**config.mk**
```make
export PLATFORM = sky130hd
export DESIGN_NAME = card_status_port
export DESIGN_NICKNAME = d
export VERILOG_FILES = /design/src/rtl/csp_pkg.sv /design/src/rtl/csp_sync.sv /design/src/rtl/csp_edge.sv /design/src/rtl/csp_flags.sv /design/src/rtl/csp_decode.sv /design/src/rtl/card_status_port.sv
export SDC_FILE = /design/constraint.sdc
export NUM_CORES = 1
export LEC_CHECK = 0
export ABC_CLOCK_PERIOD_IN_PS = 1600
export CAP_MARGIN = 40
export CORE_AREA = 5 5 76 78
export DETAILED_ROUTE_END_ITERATION = 10
export DIE_AREA = 0 0 81 83
export DONT_BUFFER_PORTS = 1
export SLEW_MARGIN = 20
export SYNTH_ARGS = -nofsm -noshare
export SYNTH_HDL_FRONTEND = slang
export SYNTH_SLANG_ARGS = --single-unit
```
**constraint.sdc**
```tcl
create_clock -name clk -period 1.6 [get_ports clk]
set_input_delay 0.16 -clock clk [delete_from_list [all_inputs] [get_ports clk]]
set_output_delay 0.16 -clock clk [all_outputs]
set_load 0.02 [all_outputs]
```
**src/rtl/csp_pkg.sv**
```systemverilog
package csp_pkg;

   localparam int unsigned REG_LEVEL  = 0;
   localparam int unsigned REG_FLAGS  = 1;
   localparam int unsigned REG_ENABLE = 2;
   localparam int unsigned REG_CTRL   = 3;
   localparam int unsigned REG_STATUS = 4;

   localparam int unsigned PIN_VS0  = 0;
   localparam int unsigned PIN_VS1  = 1;
   localparam int unsigned PIN_WP   = 2;
   localparam int unsigned PIN_CD2  = 3;
   localparam int unsigned PIN_CD1  = 4;
   localparam int unsigned PIN_BAT2 = 5;
   localparam int unsigned PIN_BAT1 = 6;
   localparam int unsigned PIN_RDY  = 7;

   typedef enum logic [1:0] {
      EDGE_FALL     = 2'b00,
      EDGE_RISE     = 2'b01,
      EDGE_BOTH     = 2'b10,
      EDGE_BOTH_ALT = 2'b11
   } edge_mode_e;

   typedef enum logic [1:0] {
      BATT_GOOD = 2'b00,
      BATT_WARN = 2'b01,
      BATT_FAIL = 2'b10
   } batt_e;

   typedef struct packed {
      logic [1:0] vsense;
      logic       io_irq;
      logic       io_change;
      logic       busy;
      logic       wprot;
      batt_e      batt;
      logic       present;
   } sock_status_t;

   localparam int unsigned STATUS_W = $bits(sock_status_t);

endpackage

```
**src/rtl/csp_sync.sv**
```systemverilog
module csp_sync #(
   parameter int unsigned WIDTH     = 8,
   parameter int unsigned STAGES    = 2,
   parameter logic        RST_LEVEL = 1'b1
) (
   input  logic             clk,
   input  logic             rst_n,
   input  logic [WIDTH-1:0] raw_i,
   output logic [WIDTH-1:0] cur_o,
   output logic [WIDTH-1:0] prev_o
);

   localparam int unsigned DEPTH = STAGES + 1;

   if (STAGES < 2) begin : g_bad_stages
      $error("csp_sync: STAGES must be at least 2");
   end

   logic [WIDTH-1:0] chain [DEPTH];

   always_ff @(posedge clk or negedge rst_n) begin
      if (!rst_n) begin
         for (int k = 0; k < DEPTH; k++) chain[k] <= {WIDTH{RST_LEVEL}};
      end else begin
         chain[0] <= raw_i;
         for (int k = 1; k < DEPTH; k++) chain[k] <= chain[k-1];
      end
   end

   assign cur_o  = chain[STAGES-1];
   assign prev_o = chain[STAGES];

endmodule

```
**src/rtl/csp_edge.sv**
```systemverilog
module csp_edge
   import csp_pkg::*;
#(
   parameter int unsigned WIDTH   = 8,
   parameter int unsigned EXT_BIT = 7
) (
   input  logic [WIDTH-1:0] cur_i,
   input  logic [WIDTH-1:0] prev_i,
   input  logic [1:0]       ext_mode_i,
   output logic [WIDTH-1:0] pulse_o
);

   if (EXT_BIT >= WIDTH) begin : g_bad_ext
      $error("csp_edge: EXT_BIT out of range");
   end

   function automatic logic ext_hit(input logic [1:0] mode, input logic cur, input logic prev);
      logic fall, rise;
      fall = prev & ~cur;
      rise = ~prev & cur;
      case (edge_mode_e'(mode))
         EDGE_FALL: return fall;
         EDGE_RISE: return rise;
         default:   return fall | rise;
      endcase
   endfunction

   for (genvar i = 0; i < WIDTH; i++) begin : g_bit
      if (i == EXT_BIT) begin : g_ext
         assign pulse_o[i] = ext_hit(ext_mode_i, cur_i[i], prev_i[i]);
      end else begin : g_fall
         assign pulse_o[i] = prev_i[i] & ~cur_i[i];
      end
   end

endmodule

```
**src/rtl/csp_flags.sv**
```systemverilog
module csp_flags #(
   parameter int unsigned WIDTH = 8
) (
   input  logic             clk,
   input  logic             rst_n,
   input  logic [WIDTH-1:0] set_i,
   input  logic [WIDTH-1:0] clr_i,
   output logic [WIDTH-1:0] flags_o
);

   logic [WIDTH-1:0] flags_q;

   always_ff @(posedge clk or negedge rst_n) begin
      if (!rst_n) flags_q <= '0;
      else        flags_q <= (flags_q & ~clr_i) | set_i;
   end

   assign flags_o = flags_q;

   for (genvar i = 0; i < WIDTH; i++) begin : g_chk
      p_sticky_r4: assert property (@(posedge clk) disable iff (!rst_n)
         (flags_q[i] && !clr_i[i]) |=> flags_q[i])
         else $error("flag %0d dropped without clear", i);
      p_set_wins_r5: assert property (@(posedge clk) disable iff (!rst_n)
         (set_i[i] && clr_i[i]) |=> flags_q[i])
         else $error("clear beat a new edge on flag %0d", i);
      p_clear_works_r4: assert property (@(posedge clk) disable iff (!rst_n)
         (clr_i[i] && !set_i[i]) |=> !flags_q[i])
         else $error("flag %0d survived a clear", i);
   end

endmodule

```
**src/rtl/csp_decode.sv**
```systemverilog
module csp_decode
   import csp_pkg::*;
(
   input  logic [7:0]   lvl_i,
   input  logic         io_mode_i,
   output sock_status_t status_o
);

   batt_e batt_mem;

   always_comb begin
      if (lvl_i[PIN_BAT1])      batt_mem = BATT_FAIL;
      else if (lvl_i[PIN_BAT2]) batt_mem = BATT_WARN;
      else                      batt_mem = BATT_GOOD;
   end

   always_comb begin
      status_o.present   = ~lvl_i[PIN_CD1] & ~lvl_i[PIN_CD2];
      status_o.batt      = io_mode_i ? BATT_GOOD : batt_mem;
      status_o.wprot     = lvl_i[PIN_WP];
      status_o.busy      = ~io_mode_i & ~lvl_i[PIN_RDY];
      status_o.io_change =  io_mode_i & ~lvl_i[PIN_BAT1];
      status_o.io_irq    =  io_mode_i & ~lvl_i[PIN_RDY];
      status_o.vsense    = {lvl_i[PIN_VS1], lvl_i[PIN_VS0]};
   end

endmodule

```
**src/rtl/card_status_port.sv**
```systemverilog
module card_status_port
   import csp_pkg::*;
#(
   parameter int unsigned N_PINS      = 8,
   parameter int unsigned ADDR_W      = 3,
   parameter int unsigned DATA_W      = 16,
   parameter int unsigned SYNC_STAGES = 2,
   parameter int unsigned EXT_BIT     = 7
) (
   input  logic              clk,
   input  logic              rst_n,
   input  logic [N_PINS-1:0] pin_i,
   input  logic [ADDR_W-1:0] bus_addr,
   input  logic              bus_wr,
   input  logic [DATA_W-1:0] bus_wdata,
   output logic [DATA_W-1:0] bus_rdata,
   output logic              irq_o
);

   localparam int unsigned CTRL_W = 3;
   localparam int unsigned IO_BIT = 2;

   if (N_PINS != 8) begin : g_bad_pins
      $error("card_status_port: the socket decode needs exactly 8 pins");
   end
   if (DATA_W < STATUS_W || DATA_W < N_PINS) begin : g_bad_data
      $error("card_status_port: DATA_W too narrow for the status word");
   end
   if ((1 << ADDR_W) <= REG_STATUS) begin : g_bad_addr
      $error("card_status_port: ADDR_W cannot reach every register");
   end

   logic [N_PINS-1:0] lvl, lvl_prev, pulse, flags, clr, en_q;
   logic [CTRL_W-1:0] ctrl_q;
   logic              irq_q;
   sock_status_t      status;

   wire wr_flags = bus_wr && (bus_addr == ADDR_W'(REG_FLAGS));
   wire wr_en    = bus_wr && (bus_addr == ADDR_W'(REG_ENABLE));
   wire wr_ctrl  = bus_wr && (bus_addr == ADDR_W'(REG_CTRL));

   csp_sync #(.WIDTH(N_PINS), .STAGES(SYNC_STAGES), .RST_LEVEL(1'b1)) u_sync (
      .clk    (clk),
      .rst_n  (rst_n),
      .raw_i  (pin_i),
      .cur_o  (lvl),
      .prev_o (lvl_prev)
   );

   csp_edge #(.WIDTH(N_PINS), .EXT_BIT(EXT_BIT)) u_edge (
      .cur_i      (lvl),
      .prev_i     (lvl_prev),
      .ext_mode_i (ctrl_q[1:0]),
      .pulse_o    (pulse)
   );

   assign clr = wr_flags ? bus_wdata[N_PINS-1:0] : '0;

   csp_flags #(.WIDTH(N_PINS)) u_flags (
      .clk     (clk),
      .rst_n   (rst_n),
      .set_i   (pulse),
      .clr_i   (clr),
      .flags_o (flags)
   );

   csp_decode u_dec (
      .lvl_i     (lvl),
      .io_mode_i (ctrl_q[IO_BIT]),
      .status_o  (status)
   );

   always_ff @(posedge clk or negedge rst_n) begin
      if (!rst_n) begin
         en_q   <= '0;
         ctrl_q <= '0;
         irq_q  <= 1'b0;
      end else begin
         if (wr_en)   en_q   <= bus_wdata[N_PINS-1:0];
         if (wr_ctrl) ctrl_q <= bus_wdata[CTRL_W-1:0];
         irq_q <= |(flags & en_q);
      end
   end

   assign irq_o = irq_q;

   always_comb begin
      bus_rdata = '0;
      case (bus_addr)
         ADDR_W'(REG_LEVEL):  bus_rdata[N_PINS-1:0]   = lvl;
         ADDR_W'(REG_FLAGS):  bus_rdata[N_PINS-1:0]   = flags;
         ADDR_W'(REG_ENABLE): bus_rdata[N_PINS-1:0]   = en_q;
         ADDR_W'(REG_CTRL):   bus_rdata[CTRL_W-1:0]   = ctrl_q;
         ADDR_W'(REG_STATUS): bus_rdata[STATUS_W-1:0] = status;
         default:             bus_rdata = '0;
      endcase
   end

   p_irq_rise_r6: assert property (@(posedge clk) disable iff (!rst_n)
      (|(flags & en_q)) |=> irq_o)
      else $error("irq missing after enabled flag");
   p_irq_fall_r6: assert property (@(posedge clk) disable iff (!rst_n)
      !(|(flags & en_q)) |=> !irq_o)
      else $error("irq high without enabled flag");
   p_present_r8: assert property (@(posedge clk) disable iff (!rst_n)
      status.present |-> (!lvl[PIN_CD1] && !lvl[PIN_CD2]))
      else $error("card present with a detect pin high");
   p_batt_legal_r9: assert property (@(posedge clk) disable iff (!rst_n)
      status.batt != 2'b11)
      else $error("illegal battery code");
   p_mode_excl_r10: assert property (@(posedge clk) disable iff (!rst_n)
      !(status.busy && (status.io_irq || status.io_change)))
      else $error("memory and I/O decodes active together");

endmodule

```
==> metrics.md, run 1 <==
| Metric | Value |
|---|---|
| Worst Path Arrival | between 1 and 1.5 ns |
| Async SR Flop Fraction | 100% |
| Status | complete, no violations |
| Post-synth EDFFs | 0 |
| CTS tree | done |
| Clk_skew | roughly 0.0053 ns |
| Yosys reg bits | between 40 and 50 |
| Post-synthesis instance total | approximately 150 |
| Clock Sinks | 44 |
| Share of layout cells above drive strength 1 | between 30% and 40% |
| Die W | between 80 and 90 µm |
| Clock H-tree levels | 2 |
| Slew @ Worst Pin | 0.542 ns |
| Synth top area cells | dfstp_2 33%, dfrtp_1 26%, mux2_2 6.5% |
| Initial DRC Count | 69 |
| Clock transition at path regs | approximately 0.080 ns |
| Rows | 26 |
| Unrepaired setup endpoints after global routing | true |
| LEAKAGE | around 0.001 µW |
| Port bufs | 0 |
| DR vias/cell | 5.05 |
| Clk_lat worst skew | 0.29 ns |
| Vias | around 1.2k |
| CP startpoint kind | flop |
| Register area share after synthesis | about three fifths |
| Area delta synth->final | 19.3% |
| Number of diodes | 0 |
| Ys flop type | dfstp_2 |
| Die Span Y | roughly 83 µm |
| Fin crit share | between 90 and 100% |
| Worst hold path class | in -> reg |
| Max_cap viols | 0 |
| Slowest CP cell | mux4_2 |
| DPL Wire Length | 2.86 mm |
| Die area | approximately 0.0067 mm² |
| Final WL | roughly 3.9 mm |
| Hold Fails Final Rpt | 0 |
| Final worst setup slack | between 0.006 and 0.007 ns |
| Core box area | about 0.005 mm² |
| CP top delay family | multiplexers |
| Dpl cell area | 0.00197 mm² |
| Slowest stage delay, CP | 0.48 ns |
| Post-synth cell types | 34 |
| Vias in the first global route | 1237 |
| Dpl cells | ~220 |
| Gr ovfl total | 0 |
| Clock Path Buffers | 2 |
| Total I/O pin count | between 40 and 50 |
| Synth warn | 0 |
| Largest area contributor in the netlist | dfstp_2 |
| Crit path max fanout | 4 |
| Path type of the worst setup path | reg -> out |
| Max_slew headroom | between 60% and 70% |
| DRT antenna net count | 0 |
| # DRC | 0 |
| Tmin final | 1.59 ns |
| First-pass GRT wire length | 6.27 mm |
| Power per cell area | approximately 1100 mW/mm² |
| Root Driver | clkbuf_8 |
| Worst EP required | around 1.4 ns |
| Post-route cell area | 0.00228 mm² |
| DRT Pass-1 Iters | 4 |
| Largest net degree at the start of global routing | 45 |
| Utilization after layout | 45.5% |
| Peak Freq | approximately 0.63 GHz |
| Most frequent cells in the layout | 24 x dfstp_2, 20 x dfrtp_1, 12 x inv_1 |
| Initial core utilization | about two fifths |
| Initial antenna violation count | 0 |
| Setup TNS | 0 ns |
| GRT Overall Usage | roughly an eighth |
| Synth top area share | 33.0% |
| Max-slew violation count | 0 |
| Dpl ws | about 0.18 ns |
| Peak supply drop | between 700 and 800 µV |
| FILL cells | roughly 470 |
| Non-Filler Instances | 240 |
| Cells along the critical path | mux4_2 > a22o_4 |
| Gpl congestion | 0.770 |
| Number of CTS-inserted buffers | 5 |
| Setup violations, final | 0 |
| Mapped cell area | about 0.0019 mm² |
| Syn_area_per_cell | roughly 13 µm² |
| Final #Nets | approximately 200 |
| DR WL/cell | between 15 and 20 µm |
| Commonest non-fill, non-tap cell in the layout | dfstp_2 |
| Buf/Inv on CP | 0 |
| CP Capture Type | output port |
layer usage:
layer	GRT usage, %	part of all wire [%]	vias to the layer above	wire length (µm)
met1	15.6	42	622	1650
met3	5.41	7.7	6	301
met4	4.30	1.3	0	52
met5	0	0	-	0
met2	18.7	49	34	1900
li1	-	-	551	-
area by class of cell:
type	count	area (µm²)	share of cell area [%]
clock inverters	2	35.0	1.54
well taps	70	87.6	3.84
inverters	12	45.0	1.97
repair buffers	21	196	8.61
multi-input cells	85	713	31.3
flip-flops and latches	44	1130	49.6
clock buffers	6	72.6	3.18
repair_timing:
action | in CTS | in global routing
endpoints found under the hold margin | 52 | 0
setup endpoints to repair | 4 | 8
pin swaps | 0 | 4
resized for setup | 5 | 8
hold buffers | 10 | 0
buffers inserted | 4 | 2
through the flow:
step	power, µW	hold WS, ns
2_1_floorplan	1580	-0.136
3_3_place_gp	1610	-0.134
3_5_place_dp	1630	-0.134
4_1_cts	2510	0.00640
5_1_grt	2630	0.000403
6_report	2500	0.0145
report_power, final:
part / total [µW] / internal [µW] / switching [µW]
sequential: 1330 / 1240 / 82.8
clock: 806 / 463 / 343
combinational: 369 / 193 / 176
total: 2500 / 1900 / 602
cells by family after synthesis:
| family | share of synthesized area (%) |
|---|---|
| AO/OA/AOI/OAI | 10.8 |
| adder cells (fa/ha/maj) | 1.31 |
| buffers and inverters | 7.13 |
| flip-flops | 59.2 |
| multiplexers | 12.4 |
| other | 0.196 |
| AND/OR/NAND/NOR | 9.03 |
worst paths after layout:
check / endpoint / slack, ns / cells after the start / from
max: bus_rdata[2] / 0.006 / 2 / ctrl_q[2]$_DFFE_PN0P_
min: en_q[1]$_DFFE_PN0P_ / 0.01 / 1 / bus_wdata[1]
max reg2reg: u_flags.flags_o[7]$_DFF_PN0_ / 0.18 / 4 / u_sync.cur_o[7]$_DFF_PN1_
min reg2reg: u_sync.cur_o[1]$_DFF_PN1_ / 0.35 / 0 / u_sync.chain[17]$_DFF_PN1_
max in group asynchronous: u_sync.prev_o[7]$_DFF_PN1_ / 0.99 / 2 / rst_n
min in group asynchronous: u_flags.flags_o[1]$_DFF_PN0_ / 0.33 / 2 / rst_n
state kept, by name (all words and copies together), names as in the netlist:
register and count:
u_sync.cur_o 8, en_q 8, ctrl_q 3, u_flags.flags_o 8
u_sync.chain 8, irq_o 1, u_sync.prev_o 8
Yosys cell counts (all sizes together) (2+ instances only):
| master | number |
|---|---|
| a22o | 9 |
| dfrtp | 20 |
| inv | 12 |
| o21ai | 3 |
| clkbuf | 2 |
| o22a | 2 |
| a22oi | 4 |
| nand2 | 11 |
| dfstp | 24 |
| ha | 2 |
| mux2 | 11 |
| nor2 | 5 |
| mux2i | 9 |
| nand4 | 4 |
| nand3b | 3 |
| buf | 11 |
Note: power is estimated with default switching activity, not from simulation.
==> run 2, diff against run 1 <==
--- a/config.mk
+++ b/config.mk
@@ -11,6 +11,7 @@
 export DETAILED_ROUTE_END_ITERATION = 10
 export DIE_AREA = 0 0 81 83
 export DONT_BUFFER_PORTS = 1
+export PLACE_DENSITY_LB_ADDON = 0.1
 export SLEW_MARGIN = 20
 export SYNTH_ARGS = -nofsm -noshare
 export SYNTH_HDL_FRONTEND = slang
==> run 2 against run 1 <==
  * The run now ends with setup timing left
  * Total power about the same
  * Combinational power down 5%
  * Core utilization fell by 0.10 points
  * Cell area decreased by 0.22%
  * First-iteration DRC count is 51% lower
  * Final cell count shrank 0.42%
  * Clock skew rose by 0.0058 ns
  * Flip-flop and latch count stayed put
  * Critical path type unchanged
  * Largest power group unchanged
==> metrics.md, run 2 (synthesis gave the netlist of run 1 again) <==
| Metric | Value |
|---|---|
| Storage element area | 0.00113 mm² (unchanged) |
| Max_cap viols | 0 (unchanged) |
| DPL Wire Length | 2.96 mm (was 2.86 mm) |
| Hold Fails Final Rpt | 0 (unchanged) |
| Crit path from | ctrl_q[2]$_DFFE_PN0P_ (unchanged) |
| Tmin final | 1.61 ns (was 1.59 ns) |
| Area delta synth->final | 19.0% (was 19.3%) |
| Gpl congestion | 0.748 (was 0.770) |
| First-pass GRT wire length | 6.73 mm (was 6.27 mm) |
| Worst hold path class | in -> reg (unchanged) |
| Initial DRC Count | 34 (was 69) |
| Number of diodes | 0 (unchanged) |
| Utilization after layout | 45.4% (was 45.5%) |
| CP endpoint | bus_rdata[2] (unchanged) |
| Min Hold Slack | 0.0157 ns (was 0.0145 ns) |
| Slew @ Worst Pin | 0.545 ns (was 0.542 ns) |
| Reg2Reg Launch Point | u_sync.cur_o[7]$_DFF_PN1_ (unchanged) |
| DRT Pass-1 Iters | 4 (unchanged) |
| Cells along the critical path | mux4_2 > a22o_4 (unchanged) |
| Power per cell area | 1100 mW/mm² (about the same) |
| R2r worst-path depth | 4 (unchanged) |
| Slowest CP cell | mux4_2 (unchanged) |
| Final WL | 4.12 mm (was 3.91 mm) |
| Largest net degree at the start of global routing | 45 (unchanged) |
| Total I/O pin count | 47 (unchanged) |
| Reg2Reg Setup Slack | 0.18 ns (about the same) |
| Peak supply drop | 414 µV (was 705 µV) |
| Port bufs | 0 (unchanged) |
| GRT Overall Usage | 13.2% (was 12.4%) |
| Clock transition at path regs | 0.08 ns (about the same) |
| Highest metal used | met4 (unchanged) |
| Initial antenna violation count | 0 (unchanged) |
| Path type of the worst setup path | reg -> out (unchanged) |
| Vias | 1196 (was 1213) |
| Commonest non-fill, non-tap cell in the layout | dfstp_2 (unchanged) |
| Peak Freq | 0.620 GHz (was 0.628 GHz) |
| Gr ovfl total | 0 (unchanged) |
| Met2 WL | 1.93 mm (was 1.90 mm) |
| DR vias/cell | 5.00 (was 5.05) |
| FILL cells | 495 (was 467) |
| Area of the multi-input gates | 712 µm² (was 713 µm²) |
| Clock Path Buffers | 2 (unchanged) |
| Max_slew headroom | 63.5% (was 63.7%) |
| Vias in the first global route | 1273 (was 1237) |
| LEAKAGE | 0.000976 µW (was 0.000983 µW) |
| Final #Nets | 200 (was 201) |
| Crit path max fanout | 4 (unchanged) |
| Reg2reg end | u_flags.flags_o[7]$_DFF_PN0_ (unchanged) |
| Die Span Y | 83 µm (unchanged) |
| Wire length on met1 | 1.81 mm (was 1.65 mm) |
| Clk_lat worst skew | 0.29 ns (about the same) |
| CP Capture Type | output port (unchanged) |
| Clk_skew | 0.0111 ns (was 0.00531 ns) |
| Most frequent cells in the layout | 24 x dfstp_2, 20 x dfrtp_1, 12 x inv_1, 12 x dlygate4sd3_1 (was 24 x dfstp_2, 20 x dfrtp_1, 12 x inv_1) |
| Unrepaired setup endpoints after global routing | true (unchanged) |
| Max-slew violation count | 0 (unchanged) |
| DRT antenna net count | 0 (unchanged) |
| Core box area | 0.00501 mm² (unchanged) |
| Dpl cells | 216 (unchanged) |
| # DRC | 0 (unchanged) |
| Slowest stage delay, CP | 0.49 ns (was 0.48 ns) |
| Fin crit share | 101% (was 99.6%) |
| Initial core utilization | 38.2% (unchanged) |
| Status | complete, but fails checks (was complete, no violations) |
| Die W | 81 µm (unchanged) |
| Non-Filler Instances | 239 (was 240) |
| Root Driver | clkbuf_8 (unchanged) |
| Clock H-tree levels | 2 (unchanged) |
| Clock Sinks | 44 (unchanged) |
| Share of layout cells above drive strength 1 | 36.1% (was 39.4%) |
| Worst EP required | 1.44 ns (about the same) |
| Number of CTS-inserted buffers | 5 (unchanged) |
| Worst Path Arrival | 1.45 ns (was 1.43 ns) |
| Final worst setup slack | -0.0134 ns (was 0.00649 ns) |
| Met3 Routed Length | 314 µm (was 301 µm) |
| Setup violations, final | 1 (was 0) |
| Failing checks | setup timing |
| DR WL/cell | 17.3 µm (was 16.3 µm) |
| Total power | 2500 µW (about the same) |
| CP startpoint kind | flop (unchanged) |
| Rows | 26 (unchanged) |
| CTS tree | done (unchanged) |
| Die area | 0.00672 mm² (unchanged) |
==> run 2: cell count changes in the layout (fill, tap and decap cells not counted), sizes merged <==
cell	previous run	this run
buf	12	8
dlygate4sd3	9	12
==> run 2: critical path: cells and delay by family, from the launching register on <==
family | cells | cell delay [ns]
AO/OA/AOI/OAI | 1 | 0.26
flip-flops | 1 | 0.41
multiplexers | 1 | 0.49
==> run 2: routing by layer <==
metal | global-route usage [%] | up-vias
met5 | 0 | -
met4 | 4.61 | 0
met3 | 5.52 | 6
met2 | 19.6 | 29
met1 | 17.1 | 612
li1 | - | 549
==> run 2: worst min-delay path by stage <==
| stage | slack [ns] | startpoint | to | cells after the start |
|---|---|---|---|---|
| finish | 0.02 | bus_wdata[2] | ctrl_q[2]$_DFFE_PN0P_ | 1 |
| global route | 0.006 | bus_wdata[7] | en_q[7]$_DFFE_PN0P_ | 1 |
| CTS | 0.003 | bus_wdata[3] | en_q[3]$_DFFE_PN0P_ | 1 |
| detailed placement | -0.13 | rst_n | u_flags.flags_o[7]$_DFF_PN0_ | 0 |
| global placement | -0.13 | rst_n | en_q[3]$_DFFE_PN0P_ | 0 |
| floorplan | -0.14 | rst_n | ctrl_q[0]$_DFFE_PN0P_ | 0 |
==> run 2: area by class of cell <==
type | instances | area share, %
Sequential cell | 44 | 49.7
Multi-Input combinational cell | 85 | 31.3
Clock inverter | 2 | 1.54
Inverter | 12 | 1.98
Timing Repair Buffer | 20 | 8.47
Tap cell | 70 | 3.85
Clock buffer | 6 | 3.19
==> run 2: power by group <==
group	total (µW)	leakage, µW	switching [µW]	internal (µW)
Clock	822	0.0000552	359	463
Combinational	350	0.000453	169	180
Sequential	1330	0.000468	86.2	1240
Total	2500	0.000976	615	1890
==> run 2: repair_timing <==
action                                  in CTS  in global routing
pin swaps                                    1                  3
hold endpoints to repair                    54                  1
endpoints found under the setup margin       4                  8
buffers inserted                             1                  1
hold buffers                                12                  1
resized for setup                            3                  7
==> run 2: stage by stage <==
stage          TNS [ns]  setup WS, ns  area [µm²]
6_report        -0.0134       -0.0134        2280
5_1_grt          -0.140       -0.0727        2280
4_1_cts         -0.0518       -0.0309        2220
3_5_place_dp          0         0.196        1970
3_3_place_gp          0         0.201        1970
2_1_floorplan         0         0.179        1930
==> run 3, diff against run 2 <==
--- a/config.mk
+++ b/config.mk
@@ -12,7 +12,7 @@
 export DIE_AREA = 0 0 81 83
 export DONT_BUFFER_PORTS = 1
 export PLACE_DENSITY_LB_ADDON = 0.1
-export SLEW_MARGIN = 20
 export SYNTH_ARGS = -nofsm -noshare
 export SYNTH_HDL_FRONTEND = slang
 export SYNTH_SLANG_ARGS = --single-unit
+export TNS_END_PERCENT = 30
==> run 3 against run 2 <==
  * The run still ends with setup timing left
  * Core utilization down 0.57 points
  * Largest power group unchanged
  * Critical path type unchanged
  * Clock-buffer cell count unchanged
  * Critical endpoint unchanged
  * Global-route usage about the same
  * Cell area down 1.3%
==> metrics.md, run 3 (synthesis gave the netlist of run 1 again) <==
| Metric | Value |
|---|---|
| Fin crit share | 101% (about the same) |
| CP Capture Type | output port (unchanged) |
| First-pass GRT wire length | 6.69 mm (was 6.73 mm) |
| Commonest non-fill, non-tap cell in the layout | dfstp_2 (unchanged) |
| Total I/O pin count | 47 (unchanged) |
| Clock Path Buffers | 2 (unchanged) |
| Clk_lat worst skew | 0.29 ns (about the same) |
| Path type of the worst setup path | reg -> out (unchanged) |
| Core box area | 0.00501 mm² (unchanged) |
| # DRC | 0 (unchanged) |
| GRT Overall Usage | 13.2% (about the same) |
| DPL Wire Length | 2.96 mm (unchanged) |
| Unrepaired setup endpoints after global routing | true (unchanged) |
| DRT Pass-1 Iters | 4 (unchanged) |
| Initial DRC Count | 36 (was 34) |
| Status | complete, but fails checks (unchanged) |
| Final worst setup slack | -0.0118 ns (was -0.0134 ns) |
| Final #Nets | 198 (was 200) |
| LEAKAGE | 0.000966 µW (was 0.000976 µW) |
| Total power | 2490 µW (was 2500 µW) |
| Slew @ Worst Pin | 0.552 ns (was 0.545 ns) |
| Storage element area | 0.00113 mm² (unchanged) |
| Max_slew headroom | 63.1% (was 63.5%) |
| CTS tree | done (unchanged) |
| Clk_skew | 0.0112 ns (was 0.0111 ns) |
| Area delta synth->final | 17.5% (was 19.0%) |
| Die area | 0.00672 mm² (unchanged) |
| Max-slew violation count | 0 (unchanged) |
| Port bufs | 0 (unchanged) |
| Setup TNS | -0.0118 ns (was -0.0134 ns) |
| Number of CTS-inserted buffers | 5 (unchanged) |
| Worst Path Arrival | 1.45 ns (about the same) |
| Vias | 1199 (was 1196) |
| Die W | 81 µm (unchanged) |
| Clock Sinks | 44 (unchanged) |
| FILL cells | 498 (was 495) |
| Failing checks | setup timing (unchanged) |
| Vias in the first global route | 1270 (was 1273) |
| Most frequent cells in the layout | 24 x dfstp_2, 20 x dfrtp_1, 12 x inv_1, 12 x dlygate4sd3_1 (unchanged) |
| Area of the multi-input gates | 698 µm² (was 712 µm²) |
| Peak supply drop | 413 µV (was 414 µV) |
| Worst hold path class | in -> reg (unchanged) |
| Power per cell area | 1110 mW/mm² (was 1100 mW/mm²) |
| Clock transition at path regs | 0.08 ns (about the same) |
| Crit path max fanout | 4 (unchanged) |
| Clock H-tree levels | 2 (unchanged) |
| Number of diodes | 0 (unchanged) |
| Gpl congestion | 0.748 (unchanged) |
| Gr ovfl total | 0 (unchanged) |
| Die Span Y | 83 µm (unchanged) |
| Setup violations, final | 1 (unchanged) |
| Initial antenna violation count | 0 (unchanged) |
| Largest net degree at the start of global routing | 45 (unchanged) |
| Root Driver | clkbuf_8 (unchanged) |
| Worst EP required | 1.44 ns (about the same) |
| Hold Fails Final Rpt | 0 (unchanged) |
| Peak Freq | 0.620 GHz (about the same) |
| Final WL | 4.10 mm (was 4.12 mm) |
| DR vias/cell | 5.06 (was 5.00) |
| Initial core utilization | 38.2% (unchanged) |
| Rows | 26 (unchanged) |
| Max_cap viols | 0 (unchanged) |
| DRT antenna net count | 0 (unchanged) |
| Tmin final | 1.61 ns (about the same) |
| Share of layout cells above drive strength 1 | 33.5% (was 36.1%) |
| CP startpoint kind | flop (unchanged) |
| DR WL/cell | 17.3 µm (about the same) |
==> run 3: changes by cell type in the layout (fill, tap and decap cells not counted), sizes merged <==
| cell | delta |
|---|---|
| buf | -2 |
==> run 3: final cells by class <==
type                            instances  share of cell area [%]
Multi-Input combinational cell         85                    31.1
Sequential cell                        44                    50.3
Timing Repair Buffer                   18                    7.91
Tap cell                               70                    3.90
Inverter                               12                    2.00
Clock buffer                            6                    3.23
Clock inverter                          2                    1.56
==> run 3: path summary, 6_finish.rpt <==
| check | from | end | slack, ns | cells after the start |
|---|---|---|---|---|
| setup / recovery | ctrl_q[2]$_DFFE_PN0P_ | bus_rdata[2] | -0.01 | 2 |
| hold / removal | bus_wdata[2] | ctrl_q[2]$_DFFE_PN0P_ | 0.02 | 1 |
| setup reg to reg | u_sync.cur_o[7]$_DFF_PN1_ | u_flags.flags_o[7]$_DFF_PN0_ | 0.17 | 4 |
| hold reg to reg | u_sync.chain[20]$_DFF_PN1_ | u_sync.cur_o[4]$_DFF_PN1_ | 0.35 | 0 |
| max in group asynchronous | rst_n | u_sync.prev_o[5]$_DFF_PN1_ | 1.00 | 2 |
| min in group asynchronous | rst_n | u_flags.flags_o[3]$_DFF_PN0_ | 0.31 | 2 |
==> run 3: power breakdown <==
group	total [µW]	switching (µW)	internal, µW
clock	818	354	463
combinational	340	166	174
sequential	1330	87.3	1240
==> run 3: per-stage QoR <==
step	worst slack (ns)	instances	hold WS [ns]	util, %	area (µm²)
finish	-0.0118	237	0.0170	44.9	2250
global route	-0.0727	237	0.00644	44.9	2250
CTS	-0.0309	236	0.00264	44.2	2210
detailed placement	0.196	216	-0.134	39.3	1970
global placement	0.201	216	-0.134	39.3	1970
floorplan	0.179	154	-0.136	-	1930
==> run 3: repair_timing <==
item,4_1_cts,5_1_grt
setup endpoints to repair,4,8
pin swaps,1,2
resized for setup,3,4
hold endpoints to repair,54,1
hold buffers,12,1
buffers inserted,0,0
gates cloned,0,0
==> run 3: worst max-delay path, cell delays in order, from the launching register on <==
cell	delay, ns
dfrtp_1	0.41
mux4_2	0.49
a22o_4	0.26
==> run 3: layer usage <==
metal  track usage [%]  wire length [µm]  up-vias
li1                  -                 -      543
met1              17.1              1780      623
met2              19.6              1980       28
met3              5.41               277        5
met4              4.61                57        0
met5                 0                 0        -
